<file path="config.mk">
export PLATFORM = sky130hd
export DESIGN_NAME = arinc_tx_queue
export DESIGN_NICKNAME = d
export VERILOG_FILES = /design/src/rtl/arinc_txq_pkg.sv /design/src/rtl/txq_store.sv /design/src/rtl/txq_level.sv /design/src/rtl/txq_release.sv /design/src/rtl/arinc_tx_queue.sv
export SDC_FILE = /design/constraint.sdc
export NUM_CORES = 1
export LEC_CHECK = 0
export ABC_CLOCK_PERIOD_IN_PS = 4100
export BUFFER_PORTS_ARGS = -buffer_cell sky130_fd_sc_hd__buf_2
export CAP_MARGIN = 20
export CORE_MARGIN = 1
export CORE_UTILIZATION = 50
export DETAILED_ROUTE_END_ITERATION = 8
export PLACE_DENSITY = 0.66
export REMOVE_ABC_BUFFERS = 1
export SYNTH_ARGS = -nofsm -noshare
export SYNTH_HDL_FRONTEND = slang
export SYNTH_SLANG_ARGS = --single-unit
</file>
<file path="constraint.sdc">
create_clock -name clk -period 4.1 [get_ports clk]
set_input_delay 0.615 -clock clk [delete_from_list [all_inputs] [get_ports clk]]
set_output_delay 0.615 -clock clk [all_outputs]
set_load 0.02 [all_outputs]
</file>
<file path="src/rtl/arinc_txq_pkg.sv">
// Shared sizing for the ARINC 429 transmit queue.
// Assumes depth is a power of two.
package arinc_txq_pkg;
    localparam int TXQ_DEPTH = 32;
    localparam int TXQ_WIDTH = 32;
endpackage

</file>
<file path="src/rtl/txq_store.sv">
// Circular word storage with read and write pointers.
// Assumes the caller never writes when full nor reads when empty.
module txq_store #(
    parameter int DEPTH = arinc_txq_pkg::TXQ_DEPTH,
    parameter int WIDTH = arinc_txq_pkg::TXQ_WIDTH
) (
    input  logic             clk,
    input  logic             rst_n,
    input  logic             clear,
    input  logic             wr_en,
    input  logic [WIDTH-1:0] wr_data,
    input  logic             rd_en,
    output logic [WIDTH-1:0] head
);
    localparam int AW = $clog2(DEPTH);

    logic [WIDTH-1:0] mem [DEPTH];
    logic [AW-1:0]    wr_ptr;
    logic [AW-1:0]    rd_ptr;

    // Advance pointers on accepted write/read; clear returns both to zero.
    always_ff @(posedge clk) begin
        if (!rst_n || clear) begin
            wr_ptr <= '0;
            rd_ptr <= '0;
        end else begin
            if (wr_en) wr_ptr <= wr_ptr + 1'b1;
            if (rd_en) rd_ptr <= rd_ptr + 1'b1;
        end
    end

    // Capture the pushed word into its slot.
    always_ff @(posedge clk) begin
        if (wr_en) mem[wr_ptr] <= wr_data;
    end

    assign head = mem[rd_ptr];
endmodule

</file>
<file path="src/rtl/txq_level.sv">
// Tracks stored word count and the single word in flight at the serializer.
// Produces empty/half/full flags and the accepted-push qualifier.
// Assumes the serializer accepts a new word only when the previous is done
// or in the same cycle as its done pulse.
module txq_level #(
    parameter int DEPTH = arinc_txq_pkg::TXQ_DEPTH
) (
    input  logic                     clk,
    input  logic                     rst_n,
    input  logic                     clear,
    input  logic                     push,
    input  logic                     pop_ok,
    input  logic                     word_done,
    output logic                     push_ok,
    output logic [$clog2(DEPTH):0]   count,
    output logic                     empty,
    output logic                     half,
    output logic                     full,
    output logic                     idle
);
    localparam int CW   = $clog2(DEPTH) + 1;
    localparam int HALF = DEPTH / 2;

    logic in_flight;

    assign full    = (count == CW'(DEPTH));
    assign half    = (count >= CW'(HALF));
    assign push_ok = push && !full;
    assign idle    = (count == '0) && !in_flight;
    assign empty   = idle;

    // Count accepted pushes and handshakes.
    always_ff @(posedge clk) begin
        if (!rst_n || clear) begin
            count <= '0;
        end else begin
            case ({push_ok, pop_ok})
                2'b10:   count <= count + 1'b1;
                2'b01:   count <= count - 1'b1;
                default: count <= count;
            endcase
        end
    end

    // Remember that a word is still being shifted out.
    always_ff @(posedge clk) begin
        if (!rst_n || clear) in_flight <= 1'b0;
        else if (pop_ok)     in_flight <= 1'b1;
        else if (word_done)  in_flight <= 1'b0;
    end

    p_no_overflow_r2: assert property (@(posedge clk) disable iff (!rst_n)
        (full && push && !pop_ok && !clear) |=> full);
    p_half_rise_r3: assert property (@(posedge clk) disable iff (!rst_n)
        $rose(half) |-> $past(push_ok));
    p_empty_wait_r4: assert property (@(posedge clk) disable iff (!rst_n)
        (pop_ok && !clear) |=> !empty);
    p_clear_r8: assert property (@(posedge clk) disable iff (!rst_n)
        clear |=> (empty && count == '0));
    p_pushpop_r9: assert property (@(posedge clk) disable iff (!rst_n)
        (push_ok && pop_ok && !clear) |=> $stable(count));
endmodule

</file>
<file path="src/rtl/txq_release.sv">
// Run control: starts a release run on the mode-selected trigger and ends it
// once the queue and serializer are idle. A trigger wins over the idle end.
module txq_release (
    input  logic clk,
    input  logic rst_n,
    input  logic clear,
    input  logic auto_mode,
    input  logic load_done,
    input  logic send_cmd,
    input  logic idle,
    output logic run
);
    logic start;

    assign start = auto_mode ? load_done : send_cmd;

    // Hold the run flag from trigger until the queue fully drains.
    always_ff @(posedge clk) begin
        if (!rst_n || clear) run <= 1'b0;
        else if (start)      run <= 1'b1;
        else if (idle)       run <= 1'b0;
    end

    p_run_needs_start_r6: assert property (@(posedge clk) disable iff (!rst_n)
        $rose(run) |-> $past(load_done || send_cmd));
endmodule

</file>
<file path="src/rtl/arinc_tx_queue.sv">
// ARINC 429 transmit queue top: storage, level tracking and run control.
// Head word is offered while a run is active and the queue is not empty.
module arinc_tx_queue #(
    parameter int DEPTH = arinc_txq_pkg::TXQ_DEPTH,
    parameter int WIDTH = arinc_txq_pkg::TXQ_WIDTH
) (
    input  logic             clk,
    input  logic             rst_n,
    input  logic             sw_reset,
    input  logic             auto_mode,
    input  logic             push,
    input  logic [WIDTH-1:0] push_data,
    input  logic             load_done,
    input  logic             send_cmd,
    output logic             tx_valid,
    output logic [WIDTH-1:0] tx_data,
    input  logic             tx_ready,
    input  logic             word_done,
    output logic             empty,
    output logic             half,
    output logic             full
);
    localparam int CW = $clog2(DEPTH) + 1;

    logic          push_ok;
    logic          pop_ok;
    logic          idle;
    logic          run;
    logic [CW-1:0] count;

    assign tx_valid = run && (count != '0);
    assign pop_ok   = tx_valid && tx_ready;

    txq_store #(.DEPTH(DEPTH), .WIDTH(WIDTH)) u_store (
        .clk(clk), .rst_n(rst_n), .clear(sw_reset),
        .wr_en(push_ok), .wr_data(push_data),
        .rd_en(pop_ok), .head(tx_data)
    );

    txq_level #(.DEPTH(DEPTH)) u_level (
        .clk(clk), .rst_n(rst_n), .clear(sw_reset),
        .push(push), .pop_ok(pop_ok), .word_done(word_done),
        .push_ok(push_ok), .count(count),
        .empty(empty), .half(half), .full(full), .idle(idle)
    );

    txq_release u_release (
        .clk(clk), .rst_n(rst_n), .clear(sw_reset),
        .auto_mode(auto_mode), .load_done(load_done), .send_cmd(send_cmd),
        .idle(idle), .run(run)
    );

    p_valid_rise_r5: assert property (@(posedge clk) disable iff (!rst_n)
        $rose(tx_valid) |-> $past(load_done || send_cmd || push));
    p_stable_head_r1: assert property (@(posedge clk) disable iff (!rst_n)
        (tx_valid && !tx_ready && !sw_reset) |=> (tx_valid && $stable(tx_data)));
endmodule

</file>
==> results of run 1 <==
-- state kept, by name (all words and copies together), names as in the netlist, named ones only --
register	count
u_release.run	1
u_level.in_flight	1
u_store.wr_ptr	5
u_store.rd_ptr	5
u_store.mem	1024
u_level.count	6
-- final cells by class --
| cell class | instances | area share |
|---|---|---|
| flip-flops and latches | 1047 | 0.6815 |
| well taps | 1050 | 0.02867 |
| clock inverters | 51 | 0.009584 |
| repair buffers | 142 | 0.02922 |
| multi-input cells | 523 | 0.1875 |
| clock buffers | 139 | 0.06034 |
| inverters | 39 | 0.003195 |
-- power groups by stage --
stage / Sequential (W) / Clock (W) / Combinational (W)
2_1_floorplan: 0.0120 / 0 / 0.000138
3_3_place_gp: 0.0120 / 0 / 0.000344
3_5_place_dp: 0.0120 / 0 / 0.000364
4_1_cts: 0.0118 / 0.00912 / 0.000365
5_1_grt: 0.0118 / 0.00953 / 0.000394
6_report: 0.0118 / 0.00900 / 0.000361
-- cell usage after synthesis (2+ instances only) --
| master | number |
|---|---|
| mux4_2 | 320 |
| or4b_2 | 2 |
| a21oi_1 | 7 |
| nor2_1 | 54 |
| xnor2_1 | 3 |
| or3b_2 | 2 |
| nand3_1 | 2 |
| ha_1 | 7 |
| xor2_1 | 8 |
| nand3b_1 | 3 |
| buf_6 | 2 |
| inv_1 | 39 |
| mux2i_1 | 3 |
| edfxtp_1 | 1024 |
| o21a_1 | 2 |
| nand2_1 | 40 |
| dfxtp_1 | 23 |
| buf_2 | 30 |
| nor3_1 | 8 |
| o21ai_0 | 2 |
| clkbuf_1 | 48 |
| buf_1 | 10 |
| nor4b_1 | 2 |
| o21ai_1 | 33 |
| nand4_1 | 4 |
-- per-layer routing --
layer | track usage | wire length (microns) | vias up
met1 | 0.3172 | 36770 | 9991
li1 | - | - | 7541
met2 | 0.3686 | 45090 | 721
met3 | 0.03408 | 5634 | 125
met4 | 0.06671 | 2040 | 4
met5 | 0 | 28 | -
-- how the worst max path moves through the flow --
stage,start,depth (start not counted),to,slack [ns]
2_1_floorplan,flop,4,tx_data[0],-8.36
3_3_place_gp,u_level.count[2]$_SDFFE_PP0P_,8,u_level.count[4]$_SDFFE_PP0P_,0.88
3_5_place_dp,u_level.count[2]$_SDFFE_PP0P_,8,u_level.count[4]$_SDFFE_PP0P_,0.82
4_1_cts,flop,6,tx_data[26],0.16
5_1_grt,flop,6,tx_data[26],0.06
6_report,flop,6,tx_data[26],0.25
-- critical path: stages, from the launching register on --
cell     delay [ns]
dfxtp_4        0.62
buf_12         0.39
mux4_2         0.55
mux4_2         0.47
nand2_1        0.08
o21ai_1        0.18
buf_2          0.25
-- cells by family (layout without fill, tap and decap cells) --
logic type	Yosys count	after routing	share of synthesized area
buffers and inverters	130	371	0.01357
muxes	323	323	0.1804
AOI/OAI and AO/OA	55	55	0.008486
xor gates and xnor gates	11	11	0.002402
adders and majority gates	8	8	0.002433
DFF	1047	1047	0.7782
and+or+nand+nor	126	126	0.01448
-- per-stage QoR --
stage / power [W] / setup TNS, ns / worst slack, ns
CTS: 0.02127 / 0 / 0.1583
detailed placement: 0.01238 / 0 / 0.8207
global placement: 0.01235 / 0 / 0.8794
finish: 0.02115 / 0 / 0.2550
global route: 0.02170 / 0 / 0.06283
floorplan: 0.01216 / -267.55 / -8.361
==> summary.md, run 1 <==
| Metric | Value |
|---|---|
| Clk Latency, worst-skew pair | `around 0.67 ns` |
| H-Tree Depth | `3` |
| Period minus WS final | `between 3 and 4 ns` |
| Iter 0 DRT Violations | `between 2k and 2.5k` |
| Dpl cells | `roughly 2.8k` |
| DIE HEIGHT | `between 200 and 300 microns` |
| Layout cells sized above 1 | `0.3313` |
| First-pass GRT wire length | `~130,000 microns` |
| DRT antenna net count | `0` |
| Die ar. | `a little over 80,000 sq um` |
| Sw frac | `0.1970` |
| Worst Path Required | `3.48 ns` |
| Row cnt | `between 100 and 150` |
| MaxCap Viol Count | `0` |
| Crit path max fanout | `46` |
| Sequential area share after synthesis | `0.7782` |
| Post-Layout Cell Count | `approximately 3.0k` |
| Comb pwr share | `0.017` |
| Worst R2R Setup Slack | `just under 0.8 ns` |
| Cells taking the most area after synthesis | `edfxtp_1 (77%), mux4_2 (18%), dfxtp_1 (1.1%)` |
| Post CTS Setup Buffer Count | `0` |
| Unique masters post-synth | `between 40 and 50` |
| Leak Pwr | `13.84 nW` |
| Via count | `about 18k` |
| CP Class | `reg -> out` |
| Final Cell Area | `45,820 sq um` |
| Final period utilization | `0.9378` |
| Clock power share | `0.426` |
| GPL Wtd Cong | `around 0.76` |
| Gr usage total | `0.2252` |
| Post-cts sizing count | `0` |
| Peak Freq | `~0.26 GHz` |
| FFs w/ async S/R, synth | `0` |
| FILL cells | `5,668` |
| Fin. max-slew vios | `0` |
| Synth top area share | `0.7667` |
| DR WL/cell | `roughly 30 microns` |
| Io pins | `77` |
| Number of flops mapped to enable cells by yosys | `about 1.0k` |
| Worst r2r dst | `u_level.count[4]$_SDFFE_PP0P_` |
| Cell taking the most area after synthesis | `edfxtp_1` |
| Crit. End Element | `output pin` |
| Pwr dens | `roughly 460 nW/um^2` |
| Vias per Instance | `roughly 6` |
| Register Area | `roughly 31,000 sq um` |
| Final wirelength | `roughly 90,000 microns` |
| Final HPWL DP | `roughly 48,000 microns` |
| CTS sink cnt | `1,047` |
| Reg2Reg Depth | `8` |
| Synth Flop Type | `edfxtp_1` |
| Hold_sp | `send_cmd` |
| WHS Endpoint | `u_release.run$_SDFFE_PP0P_` |
| Nets@finish | `approximately 1.9k` |
| Final hold vios | `0` |
| Hold slack | `between 0.2 and 0.25 ns` |
| TritonCTS clock tree | `yes` |
| Initial core utilization | `0.5068` |
| Crit path DAT | `3.23 ns` |
| Int Pwr | `roughly 0.017 W` |
| Core area | `roughly 79,000 sq um` |
| Layout area overhead | `14.26%` |
| Yosys reg bits | `about 1.0k` |
| Root Driver | `clkbuf_16` |
| Multi-input gate area | `8592 sq um` |
| Final Util | `0.5791` |
| Sequential share of power | `0.557` |
| Synthesized instance count | `roughly 1.7k` |
| Post-Place Cell Area | `about 43,000 sq um` |
| Vias in the first global route | `between 15k and 20k` |
| Setup Skew | `0.02508 ns` |
| Worst slew pin tran | `roughly 0.97 ns` |
| DR pass1 iterations | `5` |
| RR Startpoint | `u_level.count[2]$_SDFFE_PP0P_` |
| TritonCTS Buffers | `around 110` |
| Area of the mapped netlist | `around 40,000 sq um` |
| Clk slew on worst S/H paths | `about 0.060 ns` |
| RSZ-0062 raised after global routing | `no` |
| Ant diodes | `0` |
| DR DRC count | `0` |
| Slew Limit Headroom | `0.3560` |
| Worst vdd ir | `0.0003885 V` |
| Hold-fix buffers, CTS | `0` |
| Most common cell after layout, fill and taps aside | `edfxtp_1` |
| Clock tree buffer depth | `3` |
| Synth warn | `0` |
| Remaining global-route overflow | `0` |
| Status | `complete, no violations` |
| Hold Path Cell Cnt | `3` |
| Commonest cells after routing, fill and taps aside | `edfxtp_1 (1,024), mux4_2 (320), clkbuf_16 (105)` |
| Antenna violations before repair | `2` |
| IO Port Bufs | `76` |
| Hold WC Path Type | `in -> reg` |
| Post-Syn Area per Cell | `around 24 sq um` |
| Die extent in x | `about 290 microns` |
| CP Launch Type | `flop` |
| Setup violators final | `0` |
| Largest net degree at the start of global routing | `~80` |
| Net Switching | `0.004167 W` |
Power figures use the tool's default switching activity.
==> run 2: changes to the inputs <==
ABC_CLOCK_PERIOD_IN_PS = 4400   (was 4100)
clock period = 4.4 ns   (was 4.1 ns; I/O delays follow)
==> run 2 against run 1 <==
Effect of this change:
- clock-buffer cell count decreased by 1
- via count decreased by 0.18%
- wire length decreased by 2.1%
- utilization about the same
- clock skew decreased by 0.0077 ns
- critical endpoint is now tx_data[1]
- largest power group unchanged
==> summary.md, run 2 (synthesized netlist as in run 1, its figures left out) <==
| Metric | Value |
|---|---|
| IO Port Bufs | `76 (unchanged)` |
| Leak Pwr | `13.86 nW (was 13.84 nW)` |
| Final period utilization | `0.9124` |
| Overall power | `0.01994 W (was 0.02115 W)` |
| MaxCap Viol Count | `0 (unchanged)` |
| Clock tree buffer depth | `3 (unchanged)` |
| Period minus WS final | `4.014 ns` |
| Crit path DAT | `3.35 ns (was 3.23 ns)` |
| Antenna violations before repair | `4 (was 2)` |
| Gr usage total | `0.2205 (was 0.2252)` |
| Max reg flops | `1,024 (unchanged)` |
| FILL cells | `5,578 (was 5,668)` |
| Hold WC Path Type | `in -> reg (unchanged)` |
| Fin. max-slew vios | `0 (unchanged)` |
| Registers with the most flip-flops | `u_store.mem (1024), u_level.count (6) (unchanged)` |
| Nets@finish | `1,898 (was 1,906)` |
| First-pass GRT wire length | `129,200 microns (was 131,000 microns)` |
| Fin worst setup slack | `0.3856 ns (was 0.2550 ns)` |
| Worst slew pin tran | `1.058 ns (was 0.9660 ns)` |
| TritonCTS clock tree | `yes (unchanged)` |
| H-Tree Depth | `3 (unchanged)` |
| Biggest register | `u_store.mem (unchanged)` |
| CP Class | `reg -> out (unchanged)` |
| DIE HEIGHT | `285.2 microns (unchanged)` |
| Initial core utilization | `0.5068 (unchanged)` |
| Post-cts sizing count | `0 (unchanged)` |
| Worst vdd ir | `0.0002767 V (was 0.0003885 V)` |
| GPL Wtd Cong | `0.7438 (was 0.7573)` |
| Pwr dens | `435.1 nW/um^2 (was 461.5 nW/um^2)` |
| DR pass1 iterations | `5 (unchanged)` |
| Core area | `79,130 sq um (unchanged)` |
| Setup Skew | `0.01737 ns (was 0.02508 ns)` |
| Ant diodes | `0 (unchanged)` |
| Layout area overhead | `14.28% (was 14.26%)` |
| TritonCTS Buffers | `105 (unchanged)` |
| DRT antenna net count | `0 (unchanged)` |
| Vias in the first global route | `19.22k (was 19.04k)` |
| Register Area | `31,230 sq um (unchanged)` |
| Commonest cells after routing, fill and taps aside | `edfxtp_1 (1,024), mux4_2 (320), clkbuf_16 (105) (unchanged)` |
| Hold-fix buffers, CTS | `0 (unchanged)` |
| Remaining global-route overflow | `0 (unchanged)` |
| Crit. End Element | `output pin (unchanged)` |
| Final Util | `0.5792 (was 0.5791)` |
| Final wirelength | `87,690 microns (was 89,560 microns)` |
| Iter 0 DRT Violations | `2,012 (was 2,086)` |
| Crit path max fanout | `22 (was 46)` |
| DR DRC count | `0 (unchanged)` |
| Root Driver | `clkbuf_16 (unchanged)` |
| Setup slack at placement | `1.050 ns (was 0.8207 ns)` |
| CTS sink cnt | `1,047 (unchanged)` |
| Clk Latency, worst-skew pair | `0.67 ns (about the same)` |
| CP Launch Type | `flop (unchanged)` |
| Largest net degree at the start of global routing | `81 (unchanged)` |
| Setup violators final | `0 (unchanged)` |
| Die extent in x | `285.2 microns (unchanged)` |
| Vias per Instance | `6.141 (was 6.146)` |
| Via count | `18.35k (was 18.38k)` |
| Final hold vios | `0 (unchanged)` |
| DR WL/cell | `29.35 microns (was 29.94 microns)` |
| Slew Limit Headroom | `0.2947 (was 0.3560)` |
| Final HPWL DP | `47,220 microns (was 48,200 microns)` |
| Post CTS Setup Buffer Count | `0 (unchanged)` |
| Row cnt | `103 (unchanged)` |
| Layout cells sized above 1 | `0.3318 (was 0.3313)` |
| Die ar. | `81,350 sq um (unchanged)` |
| Multi-input gate area | `8592 sq um (unchanged)` |
| RSZ-0062 raised after global routing | `no (unchanged)` |
| Worst Path Required | `3.74 ns (was 3.48 ns)` |
| Peak Freq | `0.2491 GHz` |
| Clk slew on worst S/H paths | `0.06 ns (about the same)` |
| Status | `complete, no violations (unchanged)` |
| Io pins | `77 (unchanged)` |
| Most common cell after layout, fill and taps aside | `edfxtp_1 (unchanged)` |
[run 2: where the power goes]
part	internal, W	switching (W)	total, W
registers	0.0110	0.0000107	0.0110
logic	0.0000902	0.000245	0.000335
clock network	0.00492	0.00371	0.00862
[run 2: worst paths after layout]
kind              cells past startpoint                           start  slack (ns)                        endpoint
setup / recovery                      6                            flop        0.39                      tx_data[1]
hold / removal                        3                        send_cmd        0.28      u_release.run$_SDFFE_PP0P_
hold reg to reg                       2  u_level.in_flight$_SDFFE_PP0P_        0.52  u_level.in_flight$_SDFFE_PP0P_
setup reg to reg                      9   u_level.count[2]$_SDFFE_PP0P_        1.08   u_level.count[4]$_SDFFE_PP0P_
[run 2: area by class of cell]
cell class	count	share of cell area
tap	1050	0.02867
inverter	39	0.003194
sequential	1047	0.6814
timing repair buffer	134	0.02681
clock inverter	57	0.01223
clock buffer	138	0.06025
multi-input combinational	523	0.1875
[run 2: per-layer routing]
metal	track usage	wire, microns	up-vias
li1	-	-	7530
met1	0.3202	36530	9937
met2	0.3535	43300	762
met3	0.03792	6370	114
met4	0.05227	1457	6
met5	0	38	-
[run 2: worst max-delay path: stages, from the launching register on]
cell     delay [ns]
dfxtp_4        0.70
buf_4          0.36
mux4_2         0.53
mux4_2         0.48
nand2_1        0.08
o21ai_1        0.23
buf_2          0.29
[run 2: metrics by stage]
stage	hold slack [ns]	cell area [sq um]	setup TNS, ns	cells
CTS	0.2609	45830	0	2988
finish	0.2833	45830	0	2988
detailed placement	0.5004	42510	0	2793
global placement	0.4929	42510	0	2793
floorplan	0.4725	39710	-259.39	1609
global route	0.3106	45830	0	2988
